$ cat config.mk
export PLATFORM = sky130hd
export DESIGN_NAME = eac_prefix_adder
export DESIGN_NICKNAME = d
export VERILOG_FILES = /design/src/rtl/eac_adder_pkg.sv /design/src/rtl/eac_pg_stage.sv /design/src/rtl/eac_prefix_tree.sv /design/src/rtl/eac_sum_stage.sv /design/src/rtl/eac_prefix_adder.sv
export SDC_FILE = /design/constraint.sdc
export NUM_CORES = 1
export LEC_CHECK = 0
export ABC_AREA = 0
export CAP_MARGIN = 20
export CELL_PAD_IN_SITES_DETAIL_PLACEMENT = 0
export CELL_PAD_IN_SITES_GLOBAL_PLACEMENT = 1
export CORE_MARGIN = 2
export CORE_UTILIZATION = 32
export CTS_BUF_LIST = sky130_fd_sc_hd__clkbuf_16
export CTS_CLUSTER_DIAMETER = 200
export DETAILED_ROUTE_END_ITERATION = 8
export MAX_ROUTING_LAYER = met4
export PLACE_DENSITY = 0.8
export SYNTH_ARGS = -nofsm -noshare
export SYNTH_HDL_FRONTEND = slang
export SYNTH_SLANG_ARGS = --single-unit
$ cat constraint.sdc
create_clock -name clk -period 0.8 [get_ports clk]
set_input_delay 0.16 -clock clk [delete_from_list [all_inputs] [get_ports clk]]
set_output_delay 0.16 -clock clk [all_outputs]
set_load 0.005 [all_outputs]
$ cat src/rtl/eac_adder_pkg.sv
`timescale 1ns/1ps
package eac_adder_pkg;

    // generate / propagate pair carried through the prefix tree
    typedef struct packed {
        logic g;
        logic p;
    } gp_t;

    // prefix combine: hi covers the upper span, lo the span just below it
    function automatic gp_t gp_merge(input gp_t hi, input gp_t lo);
        gp_t r;
        r.g = hi.g | (hi.p & lo.g);
        r.p = hi.p & lo.p;
        return r;
    endfunction

    function automatic int tree_levels(input int width);
        return (width < 2) ? 1 : $clog2(width);
    endfunction

endpackage

$ cat src/rtl/eac_pg_stage.sv
`timescale 1ns/1ps
module eac_pg_stage
    import eac_adder_pkg::*;
#(
    parameter int W = 8
) (
    input  logic [W-1:0] a,
    input  logic [W-1:0] b,
    output gp_t  [W-1:0] gp_bit,
    output logic [W-1:0] half_sum,
    output logic         both_ones
);

    genvar i;
    generate
        for (i = 0; i < W; i++) begin : g_bit
            assign gp_bit[i].g = a[i] & b[i];
            assign gp_bit[i].p = a[i] ^ b[i];
            assign half_sum[i] = a[i] ^ b[i];
        end
    endgenerate

    // both operands are the redundant zero: every bit generates
    assign both_ones = &(a & b);

endmodule

$ cat src/rtl/eac_prefix_tree.sv
`timescale 1ns/1ps
module eac_prefix_tree
    import eac_adder_pkg::*;
#(
    parameter int W = 8
) (
    input  gp_t [W-1:0] gp_bit,
    output gp_t [W-1:0] grp      // grp[i] spans bits i down to 0
);

    localparam int LV = tree_levels(W);

    gp_t [W-1:0] lvl [LV+1];

    assign lvl[0] = gp_bit;

    genvar l, i;
    generate
        for (l = 0; l < LV; l++) begin : g_lvl
            localparam int SPAN = 1 << l;
            for (i = 0; i < W; i++) begin : g_node
                if (i >= SPAN) begin : g_black
                    assign lvl[l+1][i] = gp_merge(lvl[l][i], lvl[l][i-SPAN]);
                end else begin : g_pass
                    assign lvl[l+1][i] = lvl[l][i];
                end
            end
        end
    endgenerate

    assign grp = lvl[LV];

endmodule

$ cat src/rtl/eac_sum_stage.sv
`timescale 1ns/1ps
module eac_sum_stage
    import eac_adder_pkg::*;
#(
    parameter int W = 8
) (
    input  gp_t  [W-1:0] grp,
    input  logic [W-1:0] half_sum,
    input  logic         both_ones,
    output logic [W-1:0] res
);

    logic          wrap_c;
    logic [W-1:0]  carry;

    // recirculated carry: a real carry out, or the all-propagate word,
    // which is forced to wrap so that A+B = 2^W-1 lands on zero
    assign wrap_c   = grp[W-1].g | grp[W-1].p;
    assign carry[0] = wrap_c;

    genvar i;
    generate
        for (i = 1; i < W; i++) begin : g_c
            assign carry[i] = grp[i-1].g | (grp[i-1].p & wrap_c);
        end
    endgenerate

    // double-zero guard masks the only pair that would yield all ones
    assign res = (half_sum ^ carry) & {W{~both_ones}};

endmodule

$ cat src/rtl/eac_prefix_adder.sv
`timescale 1ns/1ps
module eac_prefix_adder
    import eac_adder_pkg::*;
#(
    parameter int W          = 8,
    parameter bit REGISTERED = 1'b1
) (
    input  logic         clk,
    input  logic         rst_n,
    input  logic [W-1:0] op_a,
    input  logic [W-1:0] op_b,
    output logic [W-1:0] sum
);

    gp_t  [W-1:0] gp_bit;
    gp_t  [W-1:0] grp;
    logic [W-1:0] half_sum;
    logic         both_ones;
    logic [W-1:0] comb_sum;

    eac_pg_stage #(.W(W)) u_pg (
        .a         (op_a),
        .b         (op_b),
        .gp_bit    (gp_bit),
        .half_sum  (half_sum),
        .both_ones (both_ones)
    );

    eac_prefix_tree #(.W(W)) u_tree (
        .gp_bit (gp_bit),
        .grp    (grp)
    );

    eac_sum_stage #(.W(W)) u_sum (
        .grp       (grp),
        .half_sum  (half_sum),
        .both_ones (both_ones),
        .res       (comb_sum)
    );

    generate
        if (REGISTERED) begin : g_reg
            typedef struct packed {
                logic [W-1:0] sum;
            } state_t;

            state_t state_d, state_q;

            always_comb begin
                state_d     = state_q;
                state_d.sum = comb_sum;
            end

            always_ff @(posedge clk or negedge rst_n) begin
                if (!rst_n) state_q <= '0;
                else        state_q <= state_d;
            end

            assign sum = state_q.sum;
        end else begin : g_comb
            assign sum = comb_sum;
        end
    endgenerate

endmodule

-- Yosys cells after proc, flatten, opt, wreduce, memory -nomap -nowiden
Cells that the tools add are included.
Widths: inputs -> output; s select.
- register bits: 8
- input bits: 18
- output and inout port bits: 8
- word-level logic and storage cells: 88
- bitwise logic cells: 86
- reductions and logical operators: 1
- operators with widths (kind ; number):
    $and 1x1->1 ; 49
    $or 1x1->1 ; 25
    $and 8x8->8 ; 2
    $reduce_and 8->1 ; 1
    $xor 1x1->1 ; 8
    $xor 8x8->8 ; 1
    $not 1->1 ; 1

-- Longest topological paths before layout
- depth in word-level cells: 12
- mapped depth: 8
- mapped depth without buffers: 7

-- Hierarchy
Synthesis repeated with hierarchy kept, for this count alone.
- cell total of the unflattened synthesis: 89
- area total of the unflattened synthesis: 803.3 um^2
- by module, submodules not included (module ; instances ; cells each ; area each (um^2) ; sequential area each (um^2)):
    eac_sum_stage ; 1 ; 33 ; 245.2 ; 0.0
    eac_prefix_adder ; 1 ; 8 ; 200.2 ; 200.2
    eac_prefix_tree ; 1 ; 29 ; 181.4 ; 0.0
    eac_pg_stage ; 1 ; 19 ; 176.4 ; 0.0

-- Least setup slack after synthesis
No wires, ideal clock.
- path kind: input-to-reg
- from: input op_a[3]
- to: register g_reg.state_q, in the netlist sum[7]
- setup time: 128 ps
- data arrival time: 1724 ps
- data required time: 672 ps
- slack: -1052 ps
- cell stages on the path: 6
- buffers on the path: 0
- cells stage by stage: ha_1 > a21o_1 > a221oi_4 > o21ai_2 > a311oi_1 > mux2_1
- word-level cells in the longest chain between the ends: 11
- elaborated cells on any way between the ends: 28
- classes of those cells: bitwise: 27; reduce/logical: 1
- ends and longest elaborated chain (item ; RTL line ; RTL):
    from (decl) ; eac_prefix_adder.sv:10 ; input logic [W-1:0] op_a,
    $xor 1x1->1 ; eac_pg_stage.sv:18 ; assign gp_bit[i].p = a[i] ^ b[i];
    $and 1x1->1 (on tied branches) ; eac_adder_pkg.sv:13, eac_adder_pkg.sv:14 ;
    $or 1x1->1 / $and 1x1->1 (equally long branches) ; eac_adder_pkg.sv:13 ; r.g = hi.g | (hi.p & lo.g);
    $or 1x1->1 ; eac_adder_pkg.sv:13 ;
    $and 1x1->1 ; eac_adder_pkg.sv:13 ;
    $or 1x1->1 ; eac_adder_pkg.sv:13 ;
    $or 1x1->1 ; eac_sum_stage.sv:18 ; assign wrap_c = grp[W-1].g | grp[W-1].p;
    $and 1x1->1 ; eac_sum_stage.sv:24 ; assign carry[i] = grp[i-1].g | (grp[i-1].p & wrap_c);
    $or 1x1->1 ; eac_sum_stage.sv:24 ;
    $xor 8x8->8 ; eac_sum_stage.sv:29 ; assign res = (half_sum ^ carry) & {W{~both_ones}};
    $and 8x8->8 * ; eac_sum_stage.sv:29 ;
    net comb_sum[7] ; eac_prefix_adder.sv:19 ; logic [W-1:0] comb_sum;
    to (signal assigned) ; eac_prefix_adder.sv:56 ; else state_q <= state_d;
    to (decl) ; eac_prefix_adder.sv:47 ; state_t state_d, state_q;
The timed path passes the listed nets; every way through them passes the cells marked *.

-- Worst setup path in the final report
- from: input op_a[4]
- to: register g_reg.state_q, in the netlist sum[7]
- word-level cells in the longest chain between the ends: 11
- elaborated cells on any way between the ends: 28
- classes of those cells: bitwise: 27; reduce/logical: 1
- ends and longest elaborated chain (item ; RTL line ; RTL):
    $and 1x1->1 ; eac_pg_stage.sv:17 ; assign gp_bit[i].g = a[i] & b[i];
    $and 1x1->1 ; eac_adder_pkg.sv:13 ;
    $or 1x1->1 ; eac_adder_pkg.sv:13 ;
    $and 1x1->1 ; eac_adder_pkg.sv:13 ;
    $or 1x1->1 (2 in a row) ; eac_adder_pkg.sv:13 ;
    $or 1x1->1 ; eac_sum_stage.sv:18 ;
    $and 1x1->1 ; eac_sum_stage.sv:24 ;
    $or 1x1->1 ; eac_sum_stage.sv:24 ;
    $xor 8x8->8 ; eac_sum_stage.sv:29 ;
    $and 8x8->8 * ; eac_sum_stage.sv:29 ;
    net comb_sum[7] ; eac_prefix_adder.sv:19 ;
Marked as above.

==> flow_summary.yaml <==
synth:
  synthTopCellsByCount: "dfrtp_1, ha_1, nor2_1"
  synth_edf_count: 0
  async_flop_share: 1.00
  ys_types: 32
  synth_cells: 76
  netlist.area_leader.share: 0.279
  synth_area_sq_um: 717
  yosys.area.top_type: "dfrtp_1"
  syn_nets: 103
  synth_seq_cells: 8
  syn_area_per_cell_sq_um: 9.43
  ys.flop_type: "dfrtp_1"
  yosys_warnings: 0
  synthTopCellsByArea: "dfrtp_1, ha_1, a221oi_4, nor2_1, a21o_1"
  yosysSeqAreaShare: 0.279
worst_setup_path:
  cp-startpoint: "op_a[4]"
  crit_type: "primary input to flip-flop"
  max_stage_delay_ns: 0.32
  worstPathRequired_ns: 0.91
  worst-path-buf-inv: 2
  setup.worst_path.start_class: "primary input"
  cp_top_family: "compound AO/OA/AOI/OAI gates"
  cp-end-kind: "flip-flop"
  path_cells: "buf_6, ha_4, nand4_1, buf_4, a211oi_4, a311oi_1, mux2_1"
  crit_fanout: 5
  crit_arrival_ns: 1.74
  slowest_stage: "mux2_1"
cts:
  cts_buffer_depth: 2
  ctsHoldBuffers: 0
  htreeDepth: 1
  cts_tree: "done"
  numCtsBuffers: 3
  clkTransAtPathRegs_ns: 0.03
  clockRootBuffer: "clkbuf_16"
  cts.sinks: 8
power_and_ir_drop:
  p_comb_frac: 0.433
  power_frac_seq: 0.214
  internal_power_uw: 1690
  power_leakage_uw: 0.000659
  power.net_switching_uw: 619
  power.density_nw_per_um2: 1520
  p_clk_frac: 0.354
  netSwitchingFraction: 0.268
  ir_drop_mv: 1.16
  p_total_uw: 2310
sta:
  rsz0062_at_grt: "yes"
  slew_viol_final: 0
  slew_headroom: 0.780
  worst_slew_pin_slew_ns: 0.330
  whs_ns: 0.199
  setup_viol: 16
  hold_viol_final: 0
  final.min_clock_period_ns: 1.63
  max_freq_mhz: 613
  fin_crit_sh: 2.04
  setup_ws_ns: -0.831
finish:
  nFillCells: 168
  syn2layout_area_growth_pct: 111
  drive_gt1_frac: 0.686
  nets: 166
  largest_register_ffs: 8
  num_antenna_cells: 0
  design_area_sq_um: 1520
  fin_util: 0.698
floorplan:
  start_util: 0.330
  boundaryPins: 26
  core_area_sq_um: 2170
  die_h_microns: 51.3
  rows: 17
  dieArea_sq_um: 2640
  die_w_microns: 51.3
route:
  initialDrtViolationCount: 24
  drtPass1Iterations: 4
  drtAntennaViolNets: 0
  num_vias: 865
  drcViolationCount: 0
  wirelength_microns: 2410
  viasPerCell: 5.24
  wire_per_inst_microns: 14.6
placement:
  post-place-ws_ns: -1.40
  place.gp.congestion: 0.950
  numPortBuffers: 25
  dpl_cell_area_sq_um: 1270
  hpwl_microns: 1640
grt:
  grt_max_degree: 9
  grt_use_met1: 0.202
  grt_pass1_wl_microns: 3640
  use_met2: 0.338
  gr-usage-met3: 0.0234
  gr-total-overflow: 0
  grt_busiest_layer: "met2"
  grt_pass1_vias: 863
  track_usage: 0.189
  antenna_found_initial: 0
flow_run:
  drv_cap: 0
worst_hold_path:
  hold_class: "primary input to async pin"
outcome:
  violations: "negative setup slack"
  status: "finished, violations left"
## area by class of cell
class                   count  area, sq um  share of cell area
clock buffers               3         75.1              0.0495
flip-flops and latches      8          200               0.132
well taps                  28         35.0              0.0231
multi-input cells          64          718               0.474
inverters                   3         11.3             0.00743
repair buffers             59          475               0.314
## per-stage QoR
| stage | TNS, ns | instances |
|---|---|---|
| floorplan | -5.51 | 76 |
| global placement | -11.24 | 152 |
| detailed placement | -11.58 | 152 |
| CTS | -5.93 | 161 |
| global route | -6.61 | 165 |
| finish | -6.07 | 165 |
## cells in the final DEF, fill, tap and decap left out, types with 2 or more instances in the layout
cell type / count
buf_6: 16
nor2_1: 5
dfrtp_1: 8
nor3b_1: 3
inv_1: 2
nor3_2: 2
a21oi_2: 2
mux2_4: 2
a21o_4: 2
nor2_2: 3
o21ai_1: 2
buf_2: 12
o21a_1: 2
buf_4: 30
nand4_1: 3
nand3_1: 2
nand2_1: 4
clkbuf_16: 3
a21oi_1: 2
ha_4: 8
## worst max-delay path by stage
stage          slack [ns]  depth (start not counted)  endpoint
3_5_place_dp        -1.40                          7    sum[7]
5_1_grt             -0.85                          7    sum[7]
6_report            -0.83                          7    sum[7]
4_1_cts             -0.86                          7    sum[7]
3_3_place_gp        -1.36                          7    sum[7]
2_1_floorplan       -0.85                          6    sum[7]
## cells by family (layout without fill, tap and decap cells)
group                      count (synthesis)  in the layout  synth area share
DFF                                        8              8             0.279
AOI/OAI and AO/OA                         22             22             0.250
adders and majority gates                  9              9             0.168
buffers and inverters                      4             65            0.0262
muxes                                      3              3            0.0471
and+or+nand+nor                           29             29             0.218
xor gates and xnor gates                   1              1            0.0122
## metal layers
metal  vias to the layer above  wire length [microns]
met2                        36                   1310
li1                        412                      -
met3                         6                    126
met1                       411                    933
met5                         -                      0
met4                         0                     32
## power by group through the flow
stage	combinational, uW	clock (uW)	sequential (uW)
2_1_floorplan	392	0	516
3_3_place_gp	821	0	501
4_1_cts	850	830	494
3_5_place_dp	841	0	503
6_report	1000	817	493
5_1_grt	1080	872	501
## timing repair
action | 4_1_cts | 5_1_grt
setup endpoints to repair | 16 | 16
pin swaps | 29 | 27
hold endpoints to repair | 0 | 0
gates resized for setup | 115 | 27
setup buffers | 6 | 4
(Power assumes the default switching activity.)
